<file path="config.mk">
export PLATFORM = sky130hd
export DESIGN_NAME = exec_squash_arb
export DESIGN_NICKNAME = d
export VERILOG_FILES = /design/src/rtl/sqa_pkg.sv /design/src/rtl/sqa_lane_decode.sv /design/src/rtl/sqa_thread_pick.sv /design/src/rtl/sqa_stat_cnt.sv /design/src/rtl/exec_squash_arb.sv
export SDC_FILE = /design/constraint.sdc
export NUM_CORES = 1
export LEC_CHECK = 0
export BUFFER_PORTS_ARGS = -buffer_cell sky130_fd_sc_hd__buf_2
export CAP_MARGIN = 40
export CORE_AREA = 2 2 216 218
export DETAILED_ROUTE_END_ITERATION = 6
export DIE_AREA = 0 0 218 220
export SYNTH_ARGS = -nofsm -noshare
export SYNTH_HDL_FRONTEND = slang
export SYNTH_SLANG_ARGS = --single-unit
</file>
<file path="constraint.sdc">
create_clock -name clk_i -period 4.71 [get_ports clk_i]
set_input_delay 0.2355 -clock clk_i [delete_from_list [all_inputs] [get_ports clk_i]]
set_output_delay 0.2355 -clock clk_i [all_outputs]
set_load 0.01 [all_outputs]
</file>
<file path="src/rtl/sqa_pkg.sv">
package sqa_pkg;
  typedef enum logic [1:0] {
    CAUSE_NONE   = 2'd0,
    CAUSE_MISP   = 2'd1,
    CAUSE_MEMORD = 2'd2,
    CAUSE_LDBLK  = 2'd3
  } cause_e;
endpackage

</file>
<file path="src/rtl/sqa_lane_decode.sv">
module sqa_lane_decode
  import sqa_pkg::*;
#(
  parameter int PC_W       = 32,
  parameter int INST_BYTES = 4
) (
  input  logic            valid_i,
  input  logic            squashed_i,
  input  logic            mispred_i,
  input  logic            memviol_i,
  input  logic            ldblk_i,
  input  logic [PC_W-1:0] pc_i,
  input  logic [PC_W-1:0] npc_i,
  output cause_e          cause_o,
  output logic [PC_W-1:0] target_o,
  output logic [PC_W-1:0] mis_pc_o,
  output logic            taken_o
);
  logic live;
  logic [PC_W-1:0] fall_pc;

  assign live    = valid_i & ~squashed_i;
  assign fall_pc = pc_i + PC_W'(INST_BYTES);

  always_comb begin
    cause_o = CAUSE_NONE;
    if (live) begin
      if (mispred_i)      cause_o = CAUSE_MISP;
      else if (memviol_i) cause_o = CAUSE_MEMORD;
      else if (ldblk_i)   cause_o = CAUSE_LDBLK;
    end
  end

  assign target_o = (cause_o == CAUSE_LDBLK) ? pc_i : npc_i;
  assign mis_pc_o = (cause_o == CAUSE_MISP) ? pc_i : '0;
  assign taken_o  = (cause_o == CAUSE_MISP) && (npc_i != fall_pc);

  always_comb begin

    if (cause_o == CAUSE_LDBLK) begin
      ldblk_prio_chk: assert (!mispred_i && !memviol_i);
    end

    if (!live) begin
      dead_lane_chk: assert (cause_o == CAUSE_NONE);
    end
  end
endmodule

</file>
<file path="src/rtl/sqa_thread_pick.sv">
module sqa_thread_pick
  import sqa_pkg::*;
#(
  parameter int NUM_LANES = 4,
  parameter int TID_W     = 1,
  parameter int THREAD_ID = 0
) (
  input  logic                            clk_i,
  input  logic                            rst_ni,
  input  cause_e [NUM_LANES-1:0]          cause_i,
  input  logic   [NUM_LANES-1:0][TID_W-1:0] tid_i,
  output logic   [NUM_LANES-1:0]          grant_o,
  output logic                            hit_o
);
  logic [NUM_LANES-1:0] req;

  for (genvar l = 0; l < NUM_LANES; l++) begin : g_req
    assign req[l] = (cause_i[l] != CAUSE_NONE) && (tid_i[l] == TID_W'(THREAD_ID));
  end

  // oldest lane first
  always_comb begin
    logic found;
    found   = 1'b0;
    grant_o = '0;
    for (int l = 0; l < NUM_LANES; l++) begin
      if (req[l] && !found) begin
        grant_o[l] = 1'b1;
        found      = 1'b1;
      end
    end
  end

  assign hit_o = |req;


  one_grant_chk: assert property (@(posedge clk_i) disable iff (!rst_ni)
    $onehot0(grant_o) && ((grant_o & ~req) == '0));


  grant_when_req_chk: assert property (@(posedge clk_i) disable iff (!rst_ni)
    hit_o |-> (grant_o != '0));
endmodule

</file>
<file path="src/rtl/sqa_stat_cnt.sv">
module sqa_stat_cnt #(
  parameter int CNT_W = 16,
  parameter int NUM_INC = 2
) (
  input  logic               clk_i,
  input  logic               rst_ni,
  input  logic [NUM_INC-1:0] inc_i,
  output logic [CNT_W-1:0]   cnt_o
);
  always_ff @(posedge clk_i or negedge rst_ni) begin
    if (!rst_ni) cnt_o <= '0;
    else         cnt_o <= cnt_o + CNT_W'($countones(inc_i));
  end


  cnt_hold_chk: assert property (@(posedge clk_i) disable iff (!rst_ni)
    (inc_i == '0) |=> $stable(cnt_o));
endmodule

</file>
<file path="src/rtl/exec_squash_arb.sv">
module exec_squash_arb
  import sqa_pkg::*;
#(
  parameter int NUM_LANES   = 4,
  parameter int NUM_THREADS = 2,
  parameter int SEQ_W       = 16,
  parameter int PC_W        = 32,
  parameter int INST_BYTES  = 4,
  parameter int CNT_W       = 16,
  localparam int TID_W = (NUM_THREADS > 1) ? $clog2(NUM_THREADS) : 1
) (
  input  logic                                    clk_i,
  input  logic                                    rst_ni,
  input  logic [NUM_LANES-1:0]                    lane_valid_i,
  input  logic [NUM_LANES-1:0]                    lane_squashed_i,
  input  logic [NUM_LANES-1:0][TID_W-1:0]         lane_tid_i,
  input  logic [NUM_LANES-1:0][SEQ_W-1:0]         lane_seq_i,
  input  logic [NUM_LANES-1:0][PC_W-1:0]          lane_pc_i,
  input  logic [NUM_LANES-1:0][PC_W-1:0]          lane_npc_i,
  input  logic [NUM_LANES-1:0]                    lane_mispred_i,
  input  logic [NUM_LANES-1:0]                    lane_pred_taken_i,
  input  logic [NUM_LANES-1:0]                    lane_memviol_i,
  input  logic [NUM_LANES-1:0]                    lane_ldblk_i,
  output logic [NUM_THREADS-1:0]                  sq_valid_o,
  output logic [NUM_THREADS-1:0][SEQ_W-1:0]       sq_seq_o,
  output logic [NUM_THREADS-1:0][PC_W-1:0]        sq_target_o,
  output logic [NUM_THREADS-1:0][PC_W-1:0]        sq_mis_pc_o,
  output logic [NUM_THREADS-1:0]                  sq_mispred_o,
  output logic [NUM_THREADS-1:0]                  sq_taken_o,
  output logic [NUM_THREADS-1:0]                  sq_incl_o,
  output logic [NUM_THREADS-1:0]                  ld_handled_o,
  output logic [CNT_W-1:0]                        mp_ptk_cnt_o,
  output logic [CNT_W-1:0]                        mp_pnt_cnt_o
);
  cause_e [NUM_LANES-1:0]            l_cause;
  logic   [NUM_LANES-1:0][PC_W-1:0]  l_target;
  logic   [NUM_LANES-1:0][PC_W-1:0]  l_mis_pc;
  logic   [NUM_LANES-1:0]            l_taken;

  for (genvar l = 0; l < NUM_LANES; l++) begin : g_lane
    sqa_lane_decode #(.PC_W(PC_W), .INST_BYTES(INST_BYTES)) u_dec (
      .valid_i   (lane_valid_i[l]),
      .squashed_i(lane_squashed_i[l]),
      .mispred_i (lane_mispred_i[l]),
      .memviol_i (lane_memviol_i[l]),
      .ldblk_i   (lane_ldblk_i[l]),
      .pc_i      (lane_pc_i[l]),
      .npc_i     (lane_npc_i[l]),
      .cause_o   (l_cause[l]),
      .target_o  (l_target[l]),
      .mis_pc_o  (l_mis_pc[l]),
      .taken_o   (l_taken[l])
    );
  end

  logic [NUM_THREADS-1:0][NUM_LANES-1:0] grant;
  logic [NUM_THREADS-1:0]                hit;

  for (genvar t = 0; t < NUM_THREADS; t++) begin : g_thr
    sqa_thread_pick #(.NUM_LANES(NUM_LANES), .TID_W(TID_W), .THREAD_ID(t)) u_pick (
      .clk_i  (clk_i),
      .rst_ni (rst_ni),
      .cause_i(l_cause),
      .tid_i  (lane_tid_i),
      .grant_o(grant[t]),
      .hit_o  (hit[t])
    );
  end

  // winner mux, fresh every cycle
  logic [NUM_THREADS-1:0][SEQ_W-1:0] p_seq;
  logic [NUM_THREADS-1:0][PC_W-1:0]  p_target, p_mis_pc;
  logic [NUM_THREADS-1:0]            p_misp, p_taken, p_incl, p_ptk;

  always_comb begin
    p_seq = '0; p_target = '0; p_mis_pc = '0;
    p_misp = '0; p_taken = '0; p_incl = '0; p_ptk = '0;
    for (int t = 0; t < NUM_THREADS; t++) begin
      for (int l = 0; l < NUM_LANES; l++) begin
        if (grant[t][l]) begin
          p_seq[t]    = lane_seq_i[l];
          p_target[t] = l_target[l];
          p_mis_pc[t] = l_mis_pc[l];
          p_misp[t]   = (l_cause[l] == CAUSE_MISP);
          p_taken[t]  = l_taken[l];
          p_incl[t]   = (l_cause[l] == CAUSE_LDBLK);
          p_ptk[t]    = lane_pred_taken_i[l];
        end
      end
    end
  end

  always_ff @(posedge clk_i or negedge rst_ni) begin
    if (!rst_ni) begin
      sq_valid_o   <= '0;
      sq_seq_o     <= '0;
      sq_target_o  <= '0;
      sq_mis_pc_o  <= '0;
      sq_mispred_o <= '0;
      sq_taken_o   <= '0;
      sq_incl_o    <= '0;
      ld_handled_o <= '0;
    end else begin
      sq_valid_o   <= hit;
      sq_seq_o     <= p_seq;
      sq_target_o  <= p_target;
      sq_mis_pc_o  <= p_mis_pc;
      sq_mispred_o <= p_misp;
      sq_taken_o   <= p_taken;
      sq_incl_o    <= p_incl;
      ld_handled_o <= hit & p_incl;
    end
  end

  logic [NUM_THREADS-1:0] ptk_inc, pnt_inc;
  assign ptk_inc = hit & p_misp & p_ptk;
  assign pnt_inc = hit & p_misp & ~p_ptk;

  sqa_stat_cnt #(.CNT_W(CNT_W), .NUM_INC(NUM_THREADS)) u_ptk_cnt (
    .clk_i(clk_i), .rst_ni(rst_ni), .inc_i(ptk_inc), .cnt_o(mp_ptk_cnt_o));
  sqa_stat_cnt #(.CNT_W(CNT_W), .NUM_INC(NUM_THREADS)) u_pnt_cnt (
    .clk_i(clk_i), .rst_ni(rst_ni), .inc_i(pnt_inc), .cnt_o(mp_pnt_cnt_o));

  for (genvar t = 0; t < NUM_THREADS; t++) begin : g_chk

    handled_msg_chk: assert property (@(posedge clk_i) disable iff (!rst_ni)
      ld_handled_o[t] |-> (sq_valid_o[t] && sq_incl_o[t] && !sq_mispred_o[t]));

    taken_misp_chk: assert property (@(posedge clk_i) disable iff (!rst_ni)
      sq_taken_o[t] |-> sq_mispred_o[t]);

    mis_pc_zero_chk: assert property (@(posedge clk_i) disable iff (!rst_ni)
      (sq_valid_o[t] && !sq_mispred_o[t]) |-> (sq_mis_pc_o[t] == '0));

    live_src_chk: assert property (@(posedge clk_i) disable iff (!rst_ni)
      sq_valid_o[t] |-> $past((lane_valid_i & ~lane_squashed_i) != '0));
  end
endmodule

</file>
==> results of run 1 <==
==> layer usage <==
metal  wire length (um)  up-vias
li1                   -     7859
met1              34500     8926
met2              38000     1205
met3               8160      201
met4               3190       24
met5                150        -
==> tightest hold or removal path: cells and delay by family <==
kind                   cells  cell delay, ps
AO/OA/AOI/OAI              2             240
buffers and inverters      1              90
==> cells by family after synthesis <==
kind of cell    Yosys count  synth area share
simple gates            620             0.208
mux                     122            0.0807
buf+inv                 175            0.0444
flops                   202             0.334
xor+xnor                175             0.101
fa+ha+maj                 8           0.00761
compound gates          471             0.224
==> through the flow <==
stage	instances	utilization
finish	2962	0.441
global route	2956	0.440
CTS	2948	0.440
detailed placement	2819	0.403
global placement	2813	0.401
floorplan	1773	-
==> cell type report <==
type | instances | area share
clock buffers | 36 | 0.0366
inverters | 24 | 0.00446
flip-flops and latches | 202 | 0.250
diodes | 14 | 0.00173
clock inverters | 13 | 0.00662
multi-input cells | 1396 | 0.468
well taps | 607 | 0.0376
repair buffers | 670 | 0.195
==> synth_stat cells (3+ instances only) <==
library cell and instances:
mux2i_1 122, nand4_1 56, o21a_1 3, dfrtp_1 202
or3_1 5, a21o_1 4, o21ai_0 82, or4_1 5
and4_1 19, and3_1 24, nor3b_1 10, o211ai_1 6
inv_1 24, a31oi_1 12, nor4_1 26, a211oi_1 6
nor4b_1 4, nor2_1 90, nand4b_1 3, nand2b_1 21
a21oi_1 75, nand3_1 57, clkbuf_1 125, o221ai_1 71
a222oi_1 64, nand2_1 226, nor3_1 27, buf_1 16
a41oi_1 4, a311oi_1 4, o31a_1 4, a221oi_1 34
ha_1 6, nor2b_1 17, o22ai_1 70, o31ai_1 7
and2_1 13, xnor2_1 105, xor2_1 70, buf_2 9
==> state kept, by name, summed over array words and instances (netlist names) <==
name	flops
sq_target_o	64
sq_seq_o	32
u_pnt_cnt.cnt_o	16
sq_taken_o	2
sq_mispred_o	2
u_ptk_cnt.cnt_o	16
sq_mis_pc_o	64
sq_incl_o	2
sq_valid_o	2
ld_handled_o	2
==> worst max path at each step <==
stage	from	end	slack [ps]
floorplan	lane_memviol_i[2]	u_ptk_cnt.cnt_o[14]	1470
global placement	lane_mispred_i[1]	u_ptk_cnt.cnt_o[14]	830
detailed placement	lane_memviol_i[0]	u_ptk_cnt.cnt_o[12]	910
CTS	lane_tid_i[0]	u_ptk_cnt.cnt_o[12]	1140
global route	lane_tid_i[0]	u_ptk_cnt.cnt_o[12]	840
finish	lane_tid_i[0]	u_ptk_cnt.cnt_o[12]	1130
==> power breakdown <==
| group | total, mW | switching, mW | internal, mW |
|---|---|---|---|
| logic | 1.42 | 0.880 | 0.536 |
| registers | 1.95 | 0.0763 | 1.87 |
| clock network | 2.10 | 0.888 | 1.21 |
==> reports/metrics.cfg, run 1 <==
[drt]
viasPerCell=6.15
drt_iter0_markers=2364
vias=18200
final_antenna_net_count=0
firstDrtPassIters=7
drc=6
finalWirelength_mm=84.0
wl_per_cell_um=28.4

[global_routing]
grt.busiest_layer=met2
grt_pass1_wl_mm=118
grt_overflow=0
grt_max_degree=117
grt_pass1_vias=17300
grt_antenna_before_repair=25
met3_usage=0.0602
use_met1=0.447
grt_usage=0.334
grt_util_met2=0.536

[die]
placementRows=79
start_util=0.330
ios=552
die_h_um=220
die_x_um=218
core_area_sq_um=45900
dieArea_sq_um=48000

[place]
gp_congestion=0.987
portBuffers=551
dp_slack_ps=912
dp_hpwl_mm=64.1
placed_area_sq_um=18500

[timing]
hold_viol_final=0
setup_slack_ps=1130
tns_ps=0
setup_viol=0
period_needed_ps=3580
whs_ps=22.7
fin_worst_skew_ps=14.1
fmaxAchievable_mhz=279
finalMaxSlewViolations=0
fin_crit_sh=0.760
slew-limit-headroom=0.321
tightest_slew_ps=1020
rsz0062_at_grt=false

[run_status]
status=finished, violations left
violations=DRC

[worst_setup_path]
required_ps=5210
crit_type=in -> reg
rrSetupSlack_ps=2740
critPathMaxFanout=20
cpLargestDelayFamily=simple AND/OR/NAND/NOR gates
crit_chain=dlygate4sd3_1, buf_2, inv_1, and2_1, buf_4, nor3_1, nand2_2, nor2_1, buf_4, or4_1, nand2_1, fa_1, inv_1, ha_1, nand3_1, or2_2, nor2_1, xor2_1
cp_data_arrival_time_ps=4080
cp-end-kind=flop
crit-reg2reg-launch=u_ptk_cnt.cnt_o[0]
cp.depth=18
worst-r2r-cell-count=8
cpMaxStageDelayCell=dlygate4sd3_1
path_buf_inv=6
rr_endpoint=u_ptk_cnt.cnt_o[12]
startpoint_type=input pin
cp_slowest_stage_delay_ps=530

[yosys]
synth_top_area_share=0.334
synth_area_leaders=dfrtp_1 (33%), mux2i_1 (8.1%), xnor2_1 (6.1%)
synth_edf_count=0
synth-seq-cells=202
synth.distinct_cells=75
async_flop_share=1.00
syn_avg_cell_area_sq_um=8.53
syn-num-nets=2131
yosysSeqAreaShare=0.334
ys.warnings.count=0
synthesis.area_sq_um=15100
ys.flop_type=dfrtp_1
synthesis.instances=1773
yosys.area.top_type=dfrtp_1

[clock_tree]
clock_path_buffers=3
post_cts_buffers=0
clkTransAtPathRegs_ps=60
root_buffer=clkbuf_16
cts_resized=0
numCtsBuffers=27
cts.sink_count=202
ctsHtreeMaxLevel=1
tritoncts=done
clkLatencyLatePin_ps=580
cts-hold-fix-buffers=80

[hold_path]
hold_start=lane_seq_i[44]
hold_end=sq_seq_o[12]
min_path_cells=3
hold_class=in -> reg

[layout]
layout_commonest_cell=buf_2
drive_gt1_frac=0.283
multiInputGateArea_sq_um=9460
nets=2679
nFillCells=4633
syn2layout_area_growth_pct=33.6
fin_area_sq_um=20200
regArea_sq_um=5050
final_cell_mix=buf_2 (550), nand2_1 (223), dfrtp_1 (202), mux2i_1 (122), xnor2_1 (105)

[job]
maxCapViolCount=0

[power]
ir_drop_mv=0.270
power_density_nw_per_um2=270
p_total_mw=5.46
power.leakage_nw=9.90

Power figures use the tool's default switching activity.
==> inputs of run 2 (changes only) <==
--- a/config.mk
+++ b/config.mk
@@ -5,6 +5,7 @@
 export SDC_FILE = /design/constraint.sdc
 export NUM_CORES = 1
 export LEC_CHECK = 0
+export ABC_AREA = 1
 export BUFFER_PORTS_ARGS = -buffer_cell sky130_fd_sc_hd__buf_2
 export CAP_MARGIN = 40
 export CORE_AREA = 2 2 216 218
==> constraint.sdc (replaced) <==
create_clock -name clk_i -period 3.4 [get_ports clk_i]
set_input_delay 0.17 -clock clk_i [delete_from_list [all_inputs] [get_ports clk_i]]
set_output_delay 0.17 -clock clk_i [all_outputs]
set_load 0.01 [all_outputs]
==> run 2 against run 1 <==
Against the previous run: the flow now finishes without violations; cell count increased by 32%; cell area rose by 10%; power increased by 45%; synthesized cell count rose by 50%; highest routed layer unchanged.
==> reports/metrics.cfg, run 2 <==
[run_status]
status=complete, no violations

[global_routing]
grt_pass1_vias=20600  ; +19%
grt_overflow=0  ; unchanged
grt_usage=0.380  ; +0.0450
grt_util_met2=0.631  ; +0.0950
grt_antenna_before_repair=8  ; -68%
grt_pass1_wl_mm=133  ; +13%
met3_usage=0.0570  ; -0.00317
use_met1=0.441  ; -0.00644
grt.busiest_layer=met2
grt_max_degree=99  ; -15%

[clock_tree]
clkLatencyLatePin_ps=540  ; -40 ps
numCtsBuffers=25  ; -7.4%
clkTransAtPathRegs_ps=60  ; about the same
cts.sink_count=202  ; unchanged
ctsHtreeMaxLevel=1  ; unchanged
root_buffer=clkbuf_16
tritoncts=done
clock_path_buffers=3  ; unchanged

[place]
gp_congestion=1.04  ; +5.4%
dp_hpwl_mm=76.0  ; +19%
portBuffers=551  ; unchanged
dp_slack_ps=-371  ; -1280 ps

[hold_path]
hold_class=in -> reg
hold_start=lane_pc_i[122]
hold_end=sq_mis_pc_o[58]
min_path_cells=3  ; unchanged

[power]
power_density_nw_per_um2=354  ; +31%
power.leakage_nw=12.0  ; +21%
ir_drop_mv=0.359  ; +33%

[layout]
top_regs=sq_mis_pc_o (64), sq_target_o (64), sq_seq_o (32)
nets=3635  ; +36%
final_cell_mix=nand2_1 (902), buf_2 (550), inv_1 (311), nor2_1 (217), dfrtp_1 (202)
syn2layout_area_growth_pct=30.9
layout_commonest_cell=nand2_1
final_util=0.487  ; +0.0459
drive_gt1_frac=0.239  ; -0.0446

[worst_setup_path]
required_ps=3860  ; -1350 ps
cp-end-kind=flop
crit_type=in -> reg
rrSetupSlack_ps=1070  ; -1670 ps
critPathMaxFanout=3  ; -85%
cp_data_arrival_time_ps=3460  ; -620 ps
worst-r2r-cell-count=14  ; +6
startpoint_type=input pin
crit-reg2reg-launch=u_ptk_cnt.cnt_o[0]
rr_endpoint=u_ptk_cnt.cnt_o[13]

[drt]
wl_per_cell_um=24.1  ; -15%
drc=0  ; -6
vias=21300  ; +17%
drt_iter0_markers=1996  ; -16%
viasPerCell=5.44  ; -11%
final_antenna_net_count=0  ; unchanged
firstDrtPassIters=6  ; -1
finalWirelength_mm=94.2  ; +12%

[yosys]
yosys.area.top_type=dfrtp_1
yosysSeqAreaShare=0.297  ; -0.0375
async_flop_share=1.00  ; unchanged
ys.warnings.count=0  ; unchanged
yosysMostFrequentCell=nand2_1
synth_area_leaders=dfrtp_1 (30%), nand2_1 (20%), inv_1 (6.8%)
synth_top_cells_by_count=nand2_1 (906), inv_1 (311), nor2_1 (220)
synthesis.area_sq_um=17000  ; +13%
synth-seq-cells=202  ; unchanged
synth_edf_count=0  ; unchanged
ys.flop_type=dfrtp_1
synthesis.instances=2665  ; +50%
synth_top_area_share=0.297  ; -0.0375
syn-num-nets=3023  ; +42%
synth.distinct_cells=52  ; -31%
syn_avg_cell_area_sq_um=6.39  ; -25%

[timing]
fin_worst_skew_ps=7.37  ; -6.72 ps
setup_viol=0  ; unchanged
slew-limit-headroom=0.385  ; +0.0643
setup_slack_ps=408  ; -722 ps
tightest_slew_ps=922  ; -96.4 ps
hold_viol_final=0  ; unchanged
rsz0062_at_grt=false
fmaxAchievable_mhz=334
finalMaxSlewViolations=0  ; unchanged
period_needed_ps=2990
fin_crit_sh=0.880

[die]
ios=552  ; unchanged
die_x_um=218  ; unchanged
die_h_um=220  ; unchanged
placementRows=79  ; unchanged
core_area_sq_um=45900  ; unchanged
start_util=0.372  ; +0.0417
dieArea_sq_um=48000  ; unchanged

[job]
maxCapViolCount=0  ; unchanged

## run 2: layer usage
layer | wire length, um | up-vias
met3 | 7220 | 277
met4 | 8480 | 2
met5 | 13 | -
met1 | 35100 | 9989
met2 | 43300 | 1200
li1 | - | 9810
## run 2: layout make-up
type	instances	area, sq um
Sequential cell	202	5050
Antenna cell	7	17.5
Inverter	324	1220
Fill cell	4839	23500
Tap cell	607	759
Clock buffer	33	696
Multi-Input combinational cell	2033	10400
Timing Repair Buffer	691	4060
Clock inverter	11	146
## run 2: worst max-delay path by stage
stage                           start             endpoint  slack [ps]
CTS                 lane_mispred_i[1]  u_ptk_cnt.cnt_o[14]         170
global route        lane_mispred_i[1]  u_ptk_cnt.cnt_o[13]          60
floorplan             lane_ldblk_i[2]  u_ptk_cnt.cnt_o[14]         160
detailed placement  lane_mispred_i[1]  u_ptk_cnt.cnt_o[14]        -370
global placement    lane_mispred_i[1]  u_ptk_cnt.cnt_o[14]        -250
finish              lane_mispred_i[1]  u_ptk_cnt.cnt_o[13]         410
## run 2: where the power goes
| part | switching [mW] | internal [mW] | total (mW) | leakage [nW] |
|---|---|---|---|---|
| logic | 1.50 | 0.810 | 2.31 | 8.93 |
| clock network | 1.13 | 1.67 | 2.79 | 0.409 |
| registers | 0.177 | 2.63 | 2.80 | 2.68 |
| total | 2.80 | 5.10 | 7.90 | 12.0 |
## run 2: logic make-up after synthesis
kind of cell	share of synthesized area
fa+ha+maj	0.00675
buf+inv	0.0976
simple gates	0.375
xor+xnor	0.0869
flops	0.297
compound gates	0.123
mux	0.0145
## run 2: what timing repair did
action / 4_1_cts / 5_1_grt
endpoints found under the setup margin: 0 / 9
hold endpoints to repair: 146 / 0
hold buffers: 59 / 0
setup buffers: 0 / 0
gates resized for setup: 0 / 6
## run 2: critical path: stages
cell	delay (ps)
buf_2	110
nor3_2	190
o21ai_1	120
nand2_2	170
nand2_1	120
buf_4	160
nor2_4	120
inv_2	40
nor2_1	140
a21oi_1	80
o221ai_2	80
nand2_1	120
fa_2	420
inv_1	90
buf_4	100
nand3_1	110
nor3_2	170
inv_1	70
nor3_2	130
nand2_1	70
nor2_1	130
nand3_1	120
buf_4	160
nor2_1	110
xor2_1	160
## run 2: stage by stage
| stage | setup TNS, ps | std cells | total power, mW | hold WS, ps | instance area, sq um |
|---|---|---|---|---|---|
| after floorplan | 0 | 2665 | 3.82 | -126 | 17000 |
| after global placement | -1020 | 3794 | 5.01 | 360 | 20800 |
| after detailed placement | -2440 | 3798 | 5.03 | 16.1 | 20900 |
| after CTS | 0 | 3901 | 7.89 | 0.834 | 22300 |
| after global routing | 0 | 3906 | 8.22 | 30.2 | 22300 |
| final | 0 | 3908 | 7.90 | 13.7 | 22300 |
